--- src/rtl/gpio5_pkg.sv ---
// Shared types for the five-pin GPIO port.
// Assumes nothing beyond a single clock domain for the bus side.
package gpio5_pkg;
    // Which register, if any, the current bus address selects
    typedef enum logic [1:0] {
        SEL_NONE = 2'd0,
        SEL_DATA = 2'd1,
        SEL_DIR  = 2'd2,
        SEL_OPT  = 2'd3
    } reg_sel_e;
endpackage

--- src/rtl/gpio5_sync.sv ---
// Multi-stage synchronizer for the raw pad inputs.
// Assumes pin_in is asynchronous to clk; the output is the sample from STAGES edges ago.
module gpio5_sync #(
    parameter int unsigned W      = 5,
    parameter int unsigned STAGES = 2
) (
    input  logic         clk,
    input  logic         rst_n,
    input  logic [W-1:0] d,
    output logic [W-1:0] q
);
    logic [W-1:0] stg_q [STAGES];

    // Shift the pad levels through the flop chain
    always_ff @(posedge clk) begin
        if (!rst_n) begin
            for (int i = 0; i < STAGES; i++) stg_q[i] <= '0;
        end else begin
            stg_q[0] <= d;
            for (int i = 1; i < STAGES; i++) stg_q[i] <= stg_q[i-1];
        end
    end

    assign q = stg_q[STAGES-1];

    // Count edges since reset so the latency check never looks before reset
    logic [1:0] warm_q;
    always_ff @(posedge clk) begin
        if (!rst_n)               warm_q <= 2'd0;
        else if (warm_q != 2'd2)  warm_q <= warm_q + 2'd1;
    end

    generate
        if (STAGES == 2) begin : g_lat_chk
            // output equals the pad level sampled two edges earlier
            p_sync_lat_r6: assert property (@(posedge clk) disable iff (!rst_n)
                (warm_q == 2'd2) |-> (q == $past(d, 2)))
                else $error("p_sync_lat_r6");
        end
    endgenerate
endmodule

--- src/rtl/gpio5_regs.sv ---
// Address decode and register file: data latch (no reset), direction and option.
// Assumes writes are single-cycle strobes; writes during reset are dropped.
module gpio5_regs
    import gpio5_pkg::*;
#(
    parameter int unsigned W         = 5,
    parameter int unsigned AW        = 8,
    parameter int unsigned DW        = 8,
    parameter logic [AW-1:0] DATA_ADDR = 'h02,
    parameter logic [AW-1:0] DIR_ADDR  = 'h06,
    parameter logic [AW-1:0] OPT_ADDR  = 'h0C,
    parameter int unsigned PULL_BIT  = 0,
    parameter int unsigned LED_BIT   = 1
) (
    input  logic          clk,
    input  logic          rst_n,
    input  logic [AW-1:0] addr,
    input  logic [DW-1:0] wdata,
    input  logic          we,
    output reg_sel_e      sel,
    output logic [W-1:0]  data_q,
    output logic [W-1:0]  dir_q,
    output logic          pull_q,
    output logic          led_q
);
    logic wr_data, wr_dir, wr_opt;

    // Map the address onto one register select
    always_comb begin
        if (addr == DATA_ADDR)      sel = SEL_DATA;
        else if (addr == DIR_ADDR)  sel = SEL_DIR;
        else if (addr == OPT_ADDR)  sel = SEL_OPT;
        else                        sel = SEL_NONE;
    end

    assign wr_data = rst_n && we && (sel == SEL_DATA);
    assign wr_dir  = rst_n && we && (sel == SEL_DIR);
    assign wr_opt  = rst_n && we && (sel == SEL_OPT);

    // Data latch: loaded only by writes, deliberately untouched by reset
    always_ff @(posedge clk) begin
        if (wr_data) data_q <= wdata[W-1:0];
    end

    // Direction register: reset makes every pin an input
    always_ff @(posedge clk) begin
        if (!rst_n)      dir_q <= '0;
        else if (wr_dir) dir_q <= wdata[W-1:0];
    end

    // Option register: pullup enable and LED mode, both cleared by reset
    always_ff @(posedge clk) begin
        if (!rst_n) begin
            pull_q <= 1'b0;
            led_q  <= 1'b0;
        end else if (wr_opt) begin
            pull_q <= wdata[PULL_BIT];
            led_q  <= wdata[LED_BIT];
        end
    end

    wire unused_wdata = ^wdata;

    // reset clears all direction bits
    p_dir_reset_r1: assert property (@(posedge clk)
        !rst_n |=> (dir_q == '0))
        else $error("p_dir_reset_r1");

    // a direction write lands on the next cycle
    p_dir_write_r2: assert property (@(posedge clk) disable iff (!rst_n)
        wr_dir |=> (dir_q == $past(wdata[W-1:0])))
        else $error("p_dir_write_r2");

    // a data write lands regardless of direction
    p_data_write_r3: assert property (@(posedge clk) disable iff (!rst_n)
        wr_data |=> (data_q == $past(wdata[W-1:0])))
        else $error("p_data_write_r3");

    // option write updates both controls
    p_opt_write_r7: assert property (@(posedge clk) disable iff (!rst_n)
        wr_opt |=> ((pull_q == $past(wdata[PULL_BIT])) && (led_q == $past(wdata[LED_BIT]))))
        else $error("p_opt_write_r7");
endmodule

--- src/rtl/gpio5_pad_ctrl.sv ---
// Pad-side controls: output enable, output value and direction-gated pullups.
// Assumes the pad applies pin_out only while pin_oe is high.
module gpio5_pad_ctrl #(
    parameter int unsigned W = 5
) (
    input  logic [W-1:0] dir_q,
    input  logic [W-1:0] data_q,
    input  logic         pull_q,
    output logic [W-1:0] pin_oe,
    output logic [W-1:0] pin_out,
    output logic [W-1:0] pin_pull_en
);
    genvar i;
    generate
        for (i = 0; i < W; i++) begin : g_pin
            // Per-pin: drive the latch always, enable buffer and pullup by direction
            assign pin_oe[i]      = dir_q[i];
            assign pin_out[i]     = data_q[i];
            assign pin_pull_en[i] = pull_q & ~dir_q[i];
        end
    endgenerate
endmodule

--- src/rtl/gpio5_readmux.sv ---
// Read-data multiplexer; unimplemented bits and unmapped addresses return zero.
// Assumes PULL_BIT and LED_BIT are distinct and below DW.
module gpio5_readmux
    import gpio5_pkg::*;
#(
    parameter int unsigned W        = 5,
    parameter int unsigned DW       = 8,
    parameter int unsigned PULL_BIT = 0,
    parameter int unsigned LED_BIT  = 1
) (
    input  reg_sel_e      sel,
    input  logic [W-1:0]  data_q,
    input  logic [W-1:0]  dir_q,
    input  logic [W-1:0]  pin_sync,
    input  logic          pull_q,
    input  logic          led_q,
    output logic [DW-1:0] rdata
);
    // Select the register image for the addressed register
    always_comb begin
        rdata = '0;
        case (sel)
            SEL_DATA: rdata[W-1:0] = (dir_q & data_q) | (~dir_q & pin_sync);
            SEL_DIR:  rdata[W-1:0] = dir_q;
            SEL_OPT: begin
                rdata[PULL_BIT] = pull_q;
                rdata[LED_BIT]  = led_q;
            end
            default:  rdata = '0;
        endcase
    end
endmodule

--- src/rtl/gpio5_port.sv ---
// Top of the five-pin GPIO port: registers, input synchronizer, pad controls, read mux.
// Assumes a single clock with synchronous active-low reset.
module gpio5_port
    import gpio5_pkg::*;
#(
    parameter int unsigned W         = 5,
    parameter int unsigned AW        = 8,
    parameter int unsigned DW        = 8,
    parameter logic [AW-1:0] DATA_ADDR = 'h02,
    parameter logic [AW-1:0] DIR_ADDR  = 'h06,
    parameter logic [AW-1:0] OPT_ADDR  = 'h0C,
    parameter int unsigned PULL_BIT  = 0,
    parameter int unsigned LED_BIT   = 1,
    parameter int unsigned SYNC_STAGES = 2
) (
    input  logic          clk,
    input  logic          rst_n,
    input  logic [AW-1:0] bus_addr,
    input  logic [DW-1:0] bus_wdata,
    input  logic          bus_we,
    output logic [DW-1:0] bus_rdata,
    input  logic [W-1:0]  pin_in,
    output logic [W-1:0]  pin_out,
    output logic [W-1:0]  pin_oe,
    output logic [W-1:0]  pin_pull_en,
    output logic          led_mode
);
    reg_sel_e     sel;
    logic [W-1:0] data_q, dir_q, pin_sync;
    logic         pull_q, led_q;

    gpio5_regs #(
        .W(W), .AW(AW), .DW(DW),
        .DATA_ADDR(DATA_ADDR), .DIR_ADDR(DIR_ADDR), .OPT_ADDR(OPT_ADDR),
        .PULL_BIT(PULL_BIT), .LED_BIT(LED_BIT)
    ) u_regs (
        .clk(clk), .rst_n(rst_n), .addr(bus_addr), .wdata(bus_wdata), .we(bus_we),
        .sel(sel), .data_q(data_q), .dir_q(dir_q), .pull_q(pull_q), .led_q(led_q)
    );

    gpio5_sync #(.W(W), .STAGES(SYNC_STAGES)) u_sync (
        .clk(clk), .rst_n(rst_n), .d(pin_in), .q(pin_sync)
    );

    gpio5_pad_ctrl #(.W(W)) u_pad (
        .dir_q(dir_q), .data_q(data_q), .pull_q(pull_q),
        .pin_oe(pin_oe), .pin_out(pin_out), .pin_pull_en(pin_pull_en)
    );

    gpio5_readmux #(.W(W), .DW(DW), .PULL_BIT(PULL_BIT), .LED_BIT(LED_BIT)) u_rmux (
        .sel(sel), .data_q(data_q), .dir_q(dir_q), .pin_sync(pin_sync),
        .pull_q(pull_q), .led_q(led_q), .rdata(bus_rdata)
    );

    assign led_mode = led_q;
endmodule

--- config.mk ---
export PLATFORM = sky130hd
export DESIGN_NAME = gpio5_port
export DESIGN_NICKNAME = d
export VERILOG_FILES = /design/src/rtl/gpio5_pkg.sv /design/src/rtl/gpio5_sync.sv /design/src/rtl/gpio5_regs.sv /design/src/rtl/gpio5_pad_ctrl.sv /design/src/rtl/gpio5_readmux.sv /design/src/rtl/gpio5_port.sv
export SDC_FILE = /design/constraint.sdc
export NUM_CORES = 1
export LEC_CHECK = 0
export BUFFER_PORTS_ARGS = -buffer_cell sky130_fd_sc_hd__buf_2
export CAP_MARGIN = 20
export CORE_ASPECT_RATIO = 1.1
export CORE_UTILIZATION = 49
export CTS_CLUSTER_SIZE = 30
export DETAILED_ROUTE_END_ITERATION = 8
export PLACE_DENSITY = 0.87
export SLEW_MARGIN = 10
export SYNTH_ARGS = -nofsm -noshare
export SYNTH_HDL_FRONTEND = slang
export SYNTH_HIERARCHICAL = 1
export SYNTH_SLANG_ARGS = --single-unit
export TNS_END_PERCENT = 5
--- constraint.sdc ---
create_clock -name clk -period 3.7 [get_ports clk]
set_input_delay 0.74 -clock clk [delete_from_list [all_inputs] [get_ports clk]]
set_output_delay 0.74 -clock clk [all_outputs]
set_load 0.05 [all_outputs]
-- Yosys cells after proc, flatten, opt, wreduce, memory -nomap -nowiden
Memory sizes are Yosys's and may differ from the RTL's.
Cells that the tools add are included.
- register bits: 12
- memories: 1
- RAM bits: 10
- logic and storage cells: 40
- memory list (name ; words ; bits a word ; rd ports ; clocked after Yosys merged registers in ; wr ports ; RTL line ; text):
    u_sync.stg_q ; 2 ; 5 ; 2 ; 0 ; 2 ; gpio5_sync.sv:12 ; logic [W-1:0] stg_q [STAGES];
- multiplexer cells: 9
- reductions and logical operators: 4
- equality and inequality tests: 6
- bitwise logic cells: 16
- operators with widths (kind ; number):
    AND 5 bit ; 2
    2-to-1 mux 5 bit ; 2
    equality test 8 x 2 -> 1 bit, second input constant ; 1
    equality test 8 x 3 -> 1 bit, second input constant ; 1
    equality test 8 x 4 -> 1 bit, second input constant ; 1
    2-to-1 mux 2 bit ; 3
    case mux 2 bit (3 select lines) ; 1
    case mux 3 bit (2 select lines) ; 1
    AND 1 bit ; 5
    NOT 1 bit ; 5
    NOT 5 bit ; 1
    bitwise OR 5 bit ; 1
    equality test 2 bit, second input constant ; 2
    logical AND 1 bit ; 4
    equality test 2 x 1 -> 1 bit, second input constant ; 1
    2-to-1 mux 1 bit ; 2
    bitwise OR 1 bit ; 2

-- Depth between registers and ports, before layout
Gate-level depths: netlist of the first run.
- word-level depth: 6
- depth in mapped cells: 7
- gate-level depth less buffers: 7

-- By module
The synthesis of the first run kept the hierarchy.
- by module, submodules not included (module ; instances ; cells an instance ; area an instance (um^2)):
    gpio5_regs ; 1 ; 46 ; 525.5
    gpio5_sync ; 1 ; 25 ; 300.3
    gpio5_readmux ; 1 ; 27 ; 201.4
    gpio5_pad_ctrl ; 1 ; 15 ; 118.9

-- Worst setup path after synthesis of the first run
Ideal clock, no wire load.
- path type: in2out
- from: input port bus_addr[5]
- to: output port bus_rdata[2]
- path buffers: 0
- required time: 2.960 ns
- cell stages on the path: 7
- slack: -0.285 ns
- arrival: 3.245 ns
- cell sequence: nor2_1 -> or4b_2 -> nor2_1 -> inv_1 -> ha_1 -> nand2_1 -> o21ai_0
- cells in the longest elaborated chain, start to end: 6
- elaborated cells between the ends (all ways): 9
- classes of those cells: eq/ne (5); mux (4)
- RTL lines (item ; RTL line ; text):
    start: declaration ; gpio5_port.sv:18 ; input logic [AW-1:0] bus_addr,
    equality test 8 x 4 -> 1 bit ; gpio5_regs.sv:32 ; else if (addr == OPT_ADDR) sel = SEL_OPT;
    2-to-1 mux 2 bit ; gpio5_regs.sv:32 ;
    2-to-1 mux 2 bit ; gpio5_regs.sv:31 ; else if (addr == DIR_ADDR) sel = SEL_DIR;
    2-to-1 mux 2 bit * ; gpio5_regs.sv:30 ; if (addr == DATA_ADDR) sel = SEL_DATA;
    named net sel[0] ; gpio5_port.sv:28 ; reg_sel_e sel;
    equality test 2 bit or equality test 2 x 1 -> 1 bit (tied branches) ; gpio5_readmux.sv:22 ; case (sel)
    case mux 3 bit (2 select lines) * ; gpio5_readmux.sv:22 ;
    end: declaration ; gpio5_port.sv:21 ; output logic [DW-1:0] bus_rdata,
Mark *: on every way through the listed nets, which the timed path passes. The rest lies on a longest branch.

-- Worst setup path after layout of the first run
- from: input port bus_addr[5]
- to: output port bus_rdata[4]
The elaborated chain is that of the path after synthesis.

==> reports/qor.csv, run 1 <==
stage;metric;value;unit
die;core;2230;sq um
detailed_routing;wl;2.05;mm
hold_path;hold_path.class;reg -> reg;
placed_design;port_buffers;41;
die;io_pins;48;
detailed_routing;dr.pass1.iters;4;
die;dieArea;2540;sq um
clock_network;hold_buffers;0;
timing;fin_tns_setup;0;ps
detailed_routing;ant_nets;0;
detailed_routing;vias;839;
detailed_routing;vias_per_cell;4.94;
placed_design;hpwl;1.57;mm
timing;finalCriticalPeriod;3560;ps
synthesis;synth_top_family_by_area;simple AND/OR/NAND/NOR gates;
synthesis;synth.avg_cell_area;10.1;sq um
synthesis;synthXorXnorAreaFrac;0.00764;
critical_path;critPathRequiredTime;2960;ps
timing;fin_crit_sh;0.963;
detailed_routing;drtIter0Drc;12;
grt;antenna_found_initial;0;
timing;slew_headroom;0.414;
critical_path;crit_fanout;4;
grt;overflow;0;
clock_network;cts_max_path_buffers;2;
clock_network;htree_levels;1;
finish;multi_input_area;508;sq um
critical_path;cp-end-kind;output pin;
synthesis;synth_compound_area_frac;0.0437;
power;p_leak;0.611;nW
clock_network;clock_sinks;22;
finish;postLayoutCellArea;1280;sq um
detailed_routing;wl_per_cell;12.0;um
synthesis;ys_types;28;
clock_network;cts_buffers;3;
clock_network;cts-root-buf;clkbuf_4;
timing;drv_slew;0;
grt;grt_pass1_vias;771;
finish;final_cell_mix;buf_2 (40), dfxtp_1 (17), nand2_1 (13);
power;power_density;311;nW/um^2
finish;fin_cells;170;
timing;worstMarginPinSlew;873;ps
die;die_x;48.1;um
die;start_util;0.514;
finish;drive_above_1_share;0.379;
clock_network;clkTransAtPathRegs;130;ps
placed_design;dp_slack;130;ps
placed_design;gp_congestion;0.816;
run;cap_violations;0;
finish;fillerInstances;190;
timing;setup_viol;0;
detailed_routing;drcViolationCount;0;
die;rows;18;
finish;nNetsFinal;169;
synthesis;ys_seq_area_frac;0.428;
grt;grt_max_degree;24;
die;die-height;52.7;um
clock_network;cts_tree;done;
clock_network;postCtsResizedCells;0;
synthesis;synthMuxAreaShare;0.105;
timing;fmax;281;MHz
outcome;status;completed;
placed_design;place_area;1250;sq um
power;ir_drop;0.332;mV
clock_network;post_cts_buffers;0;
placed_design;dp_cells;166;
timing;fin_worst_skew;9.77;ps
synthesis;synth-seq-cells;22;
synthesis;syn-cell-area;1150;sq um
synthesis;synthAdderAreaFrac;0.0437;
synthesis;synth_warnings;6;
finish;utilization;0.573;
synthesis;syn_inst;113;
critical_path;arrival;2820;ps
finish;final_common_cell;buf_2;
critical_path;cp-start-kind;input port;
finish;areaGrowthSynthToFinish;11.5;%
grt;track_usage;0.171;
timing;setup_ws;136;ps
grt;grt_first_pass_wirelength;3.11;mm
clock_network;clkLatencyLatePin;300;ps
synthesis;synthSimpleGateAreaFrac;0.231;
finish;layout.area.seq;490;sq um
timing;hold_violations;0;
critical_path;path_class;in -> out;
finish;diodes;0;
==> cell usage after synthesis <==
cell type | n | share of area
inv_1 | 2 | 0.0066
and2_1 | 10 | 0.055
and2b_2 | 5 | 0.038
o21ai_0 | 2 | 0.0087
o21ai_1 | 1 | 0.0044
nand2_1 | 13 | 0.043
nor3_1 | 1 | 0.0044
a22oi_1 | 3 | 0.020
mux2i_1 | 12 | 0.10
nand4b_1 | 1 | 0.0076
xor2_1 | 1 | 0.0076
nand3_1 | 3 | 0.013
edfxtp_1 | 5 | 0.13
and3_2 | 1 | 0.0066
nand4_1 | 1 | 0.0055
buf_6 | 1 | 0.0098
or4b_2 | 1 | 0.0087
nand2b_1 | 1 | 0.0055
ha_1 | 4 | 0.044
or4b_1 | 1 | 0.0087
nor4b_4 | 1 | 0.021
clkbuf_1 | 1 | 0.0033
nor2_1 | 3 | 0.0098
conb_1 | 1 | 0.0033
o22ai_1 | 2 | 0.011
nor2b_1 | 1 | 0.0055
buf_4 | 18 | 0.12
dfxtp_1 | 17 | 0.30
==> cell type report <==
cell class                 count  share of cell area
multi-input combinational     71               0.398
clock buffer                   3              0.0176
tap                           30              0.0294
clock inverter                 1             0.00294
sequential                    22               0.384
inverter                       2             0.00588
timing repair buffer          41               0.163
==> worst paths after layout <==
| path | startpoint | to | slack, ps | depth (start not counted) |
|---|---|---|---|---|
| max reg2reg | u_regs/pull_q$_SDFFE_PN0P_ | u_regs/pull_q$_SDFFE_PN0P_ | 2960 | 2 |
| min reg2reg | u_sync/stg_q[0][3]$_SDFF_PN0_ | u_sync/stg_q[0][8]$_SDFF_PN0_ | 430 | 1 |
| min | u_sync/stg_q[0][3]$_SDFF_PN0_ | u_sync/stg_q[0][8]$_SDFF_PN0_ | 430 | 1 |
| max | bus_addr[5] | bus_rdata[4] | 140 | 9 |
==> where the power goes <==
group	switching, mW	leakage, nW	total [mW]	internal [mW]
Clock	0.0695	0.0154	0.109	0.0392
Sequential	0.00144	0.184	0.252	0.250
Combinational	0.0220	0.411	0.0367	0.0147
==> critical path, cell delays in order <==
cell and delay (ps):
buf_2 100, nor2_1 150, or4b_2 640, nor2_2 190
inv_1 80, ha_1 350, nand2_1 110, o21ai_0 190
clkbuf_4 270
==> registers in the layout, indices dropped and copies added (netlist names) <==
| signal | cells |
|---|---|
| u_regs/pull_q | 1 |
| u_sync/stg_q | 10 |
| u_regs/led_q | 1 |
| u_regs/data_q | 5 |
| u_regs/dir_q | 5 |
==> cells by family after synthesis <==
group | after synthesis
DFF | 22
AOI/OAI and AO/OA | 8
xor gates and xnor gates | 1
other | 1
buffers and inverters | 22
adders and majority gates | 4
muxes | 12
and+or+nand+nor | 43
==> metal layers <==
layer | track usage | vias up | wire length (um)
li1 | - | 413 | -
met1 | 0.201 | 402 | 893
met2 | 0.293 | 22 | 1070
met3 | 0.0345 | 2 | 71
met4 | 0.0648 | 0 | 10
met5 | 0 | - | 0
==> through the flow <==
| step | power (mW) | hold slack (ps) |
|---|---|---|
| 6_report | 0.397 | 430 |
| 5_1_grt | 0.410 | 437 |
| 4_1_cts | 0.397 | 433 |
| 3_5_place_dp | 0.293 | 412 |
| 3_3_place_gp | 0.292 | 414 |
| 2_1_floorplan | 0.281 | 406 |
No activity file was read; power rests on OpenSTA's default activity.
==> run 2, diff against run 1 <==
- PLACE_DENSITY: 0.87 -> 0.81
==> reports/qor.csv, run 2 (synthesis gave the netlist of run 1 again) <==
stage;metric;value;unit;change
outcome;status;completed;;unchanged
clock_network;cts_buffers;3;;unchanged
detailed_routing;vias;831;;was 839
finish;regMostFlops;u_sync/stg_q;;unchanged
hold_path;hold_start;u_sync/stg_q[0][1]$_SDFF_PN0_;;was u_sync/stg_q[0][3]$_SDFF_PN0_
clock_network;cts_max_path_buffers;2;;unchanged
timing;fmax;283;MHz;was 281 MHz
timing;worstMarginPinSlew;873;ps;about the same
clock_network;cts-root-buf;clkbuf_4;;unchanged
clock_network;clkLatencyLatePin;300;ps;about the same
clock_network;clkTransAtPathRegs;120;ps;was 130 ps
finish;diodes;0;;unchanged
power;clockPowerShare;0.385;;was 0.274
timing;fin_tns_setup;0;ps;unchanged
timing;hold_violations;0;;unchanged
die;dieArea;2540;sq um;unchanged
clock_network;cts_tree;done;;unchanged
critical_path;timing.rr.start;u_regs/pull_q$_SDFFE_PN0P_;;unchanged
finish;top_regs;u_sync/stg_q: 10 flops, u_regs/data_q: 5 flops, u_regs/dir_q: 5 flops;;unchanged
die;die-height;52.7;um;unchanged
finish;nNetsFinal;169;;unchanged
critical_path;ff2ff_setup_slack;2970;ps;was 2960 ps
grt;overflow;0;;unchanged
detailed_routing;vias_per_cell;4.89;;was 4.94
power;intPower;0.375;mW;was 0.304 mW
finish;postLayoutCellArea;1310;sq um;was 1280 sq um
hold_path;holdPathStages;1;;unchanged
critical_path;reg2reg_depth;2;;unchanged
placed_design;place_area;1250;sq um;unchanged
finish;drive_above_1_share;0.386;;was 0.379
detailed_routing;wl;2.03;mm;was 2.05 mm
detailed_routing;wl_per_cell;11.9;um;was 12.0 um
placed_design;port_buffers;41;;unchanged
detailed_routing;ant_nets;0;;unchanged
grt;grt_first_pass_wirelength;3.13;mm;was 3.11 mm
power;p_leak;0.623;nW;was 0.611 nW
timing;finalCriticalPeriod;3540;ps;was 3560 ps
clock_network;htree_levels;1;;unchanged
hold_path;holdPathEnd;u_sync/stg_q[0][6]$_SDFF_PN0_;;was u_sync/stg_q[0][8]$_SDFF_PN0_
critical_path;crit_fanout;4;;unchanged
timing;setup_viol;0;;unchanged
grt;antenna_found_initial;0;;unchanged
critical_path;arrival;2800;ps;was 2820 ps
critical_path;cp_slowest_cell;or4b_2;;unchanged
timing;fin_crit_sh;0.956;;was 0.963
critical_path;cp_slowest_stage_delay;630;ps;was 640 ps
placed_design;hpwl;1.56;mm;was 1.57 mm
critical_path;cp_cell_sequence;buf_2 -> nor2_1 -> or4b_2 -> nor2_2 -> inv_1 -> ha_1 -> nand2_1 -> o21ai_0 -> clkbuf_4;;unchanged
finish;areaGrowthSynthToFinish;14.0;%;was 11.5%
critical_path;critPathRequiredTime;2960;ps;about the same
power;power_frac_seq;0.537;;was 0.634
grt;grt_max_degree;24;;unchanged
power;finalPower;0.468;mW;was 0.397 mW
power;p_sw_frac;0.200;;was 0.234
critical_path;r2r_end;u_regs/pull_q$_SDFFE_PN0P_;;unchanged
finish;final_cell_mix;buf_2 (39), dfxtp_1 (17), nand2_1 (13);;was buf_2 (40), dfxtp_1 (17), nand2_1 (13)
critical_path;path_class;in -> out;;unchanged
die;rows;18;;unchanged
clock_network;hold_buffers;0;;unchanged
run;cap_violations;0;;unchanged
placed_design;gp_congestion;0.716;;was 0.816
detailed_routing;drcViolationCount;0;;unchanged
grt;grt_pass1_vias;763;;was 771
hold_path;hold_path.class;reg -> reg;;unchanged
finish;fillerInstances;200;;was 190
grt;track_usage;0.176;;was 0.171
timing;holdWs;445;ps;was 430 ps
die;io_pins;48;;unchanged
clock_network;clock_sinks;22;;unchanged
critical_path;cp-end-kind;output pin;;unchanged
detailed_routing;drtIter0Drc;16;;was 12
power;p_sw;0.0935;mW;was 0.0929 mW
power;ir_drop;0.333;mV;was 0.332 mV
detailed_routing;dr.pass1.iters;4;;unchanged
timing;fin_worst_skew;0.112;ps;was 9.77 ps
power;combPwrFrac;0.078;;was 0.092
finish;final_common_cell;buf_2;;unchanged
die;die_x;48.1;um;unchanged
timing;drv_slew;0;;unchanged
timing;slew_headroom;0.413;;was 0.414
finish;largest_reg_flops;10;;unchanged
critical_path;cp-start-kind;input port;;unchanged
die;core;2230;sq um;unchanged
power;power_density;358;nW/um^2;was 311 nW/um^2
die;start_util;0.514;;unchanged
## run 2: changes by cell type in the layout (fill, tap and decap cells not counted)
cell / change
clkbuf_4: +1
bufinv_16: +1
clkinv_1: -1
buf_2: -1
## run 2: worst max path at each step
stage	slack [ps]	to	from	depth (start not counted)
global route	-30	bus_rdata[4]	bus_addr[5]	9
CTS	110	bus_rdata[4]	bus_addr[5]	9
finish	160	bus_rdata[4]	bus_addr[5]	9
floorplan	-290	bus_rdata[2]	bus_addr[5]	7
global placement	170	bus_rdata[4]	bus_addr[5]	9
detailed placement	110	bus_rdata[4]	bus_addr[5]	9
## run 2: power by group through the flow
stage	Combinational, mW	Sequential, mW	Clock, mW
floorplan	0.0246	0.257	0
finish	0.0364	0.251	0.180
global route	0.0406	0.252	0.193
CTS	0.0366	0.252	0.182
detailed placement	0.0364	0.257	0
global placement	0.0347	0.257	0
## run 2: final cells by class
class,instances,area [sq um],area share
flip-flops and latches,22,490,0.375
clock inverters,1,30.0,0.0230
well taps,30,37.5,0.0287
clock buffers,3,22.5,0.0172
multi-input cells,71,508,0.389
inverters,2,7.51,0.00575
repair buffers,41,210,0.161
## run 2: timing repair
action / 4_1_cts / 5_1_grt
endpoints found under the setup margin: 0 / 3
buffers inserted: 0 / 0
resized for setup: 0 / 3
## run 2: metal layers
layer  part of all wire  wire length, um  GRT usage
met5                  0                0          0
met4             0.0084               17     0.0556
met3              0.033               66     0.0207
met2               0.52             1050      0.322
met1               0.44              887      0.204
## run 2: worst max-delay path, delay by kind of cell
family | cells | cell delay (ps)
simple gates | 4 | 1070
buf+inv | 3 | 450
fa+ha+maj | 1 | 340
compound gates | 1 | 190
## run 2: through the flow
step                      cells  worst slack (ps)  utilization
after detailed placement    166               110        0.559
final                       170               162        0.586
after global placement      166               174        0.559
after floorplan             115              -285            -
after global routing        170             -27.7        0.586
after CTS                   170               107        0.582
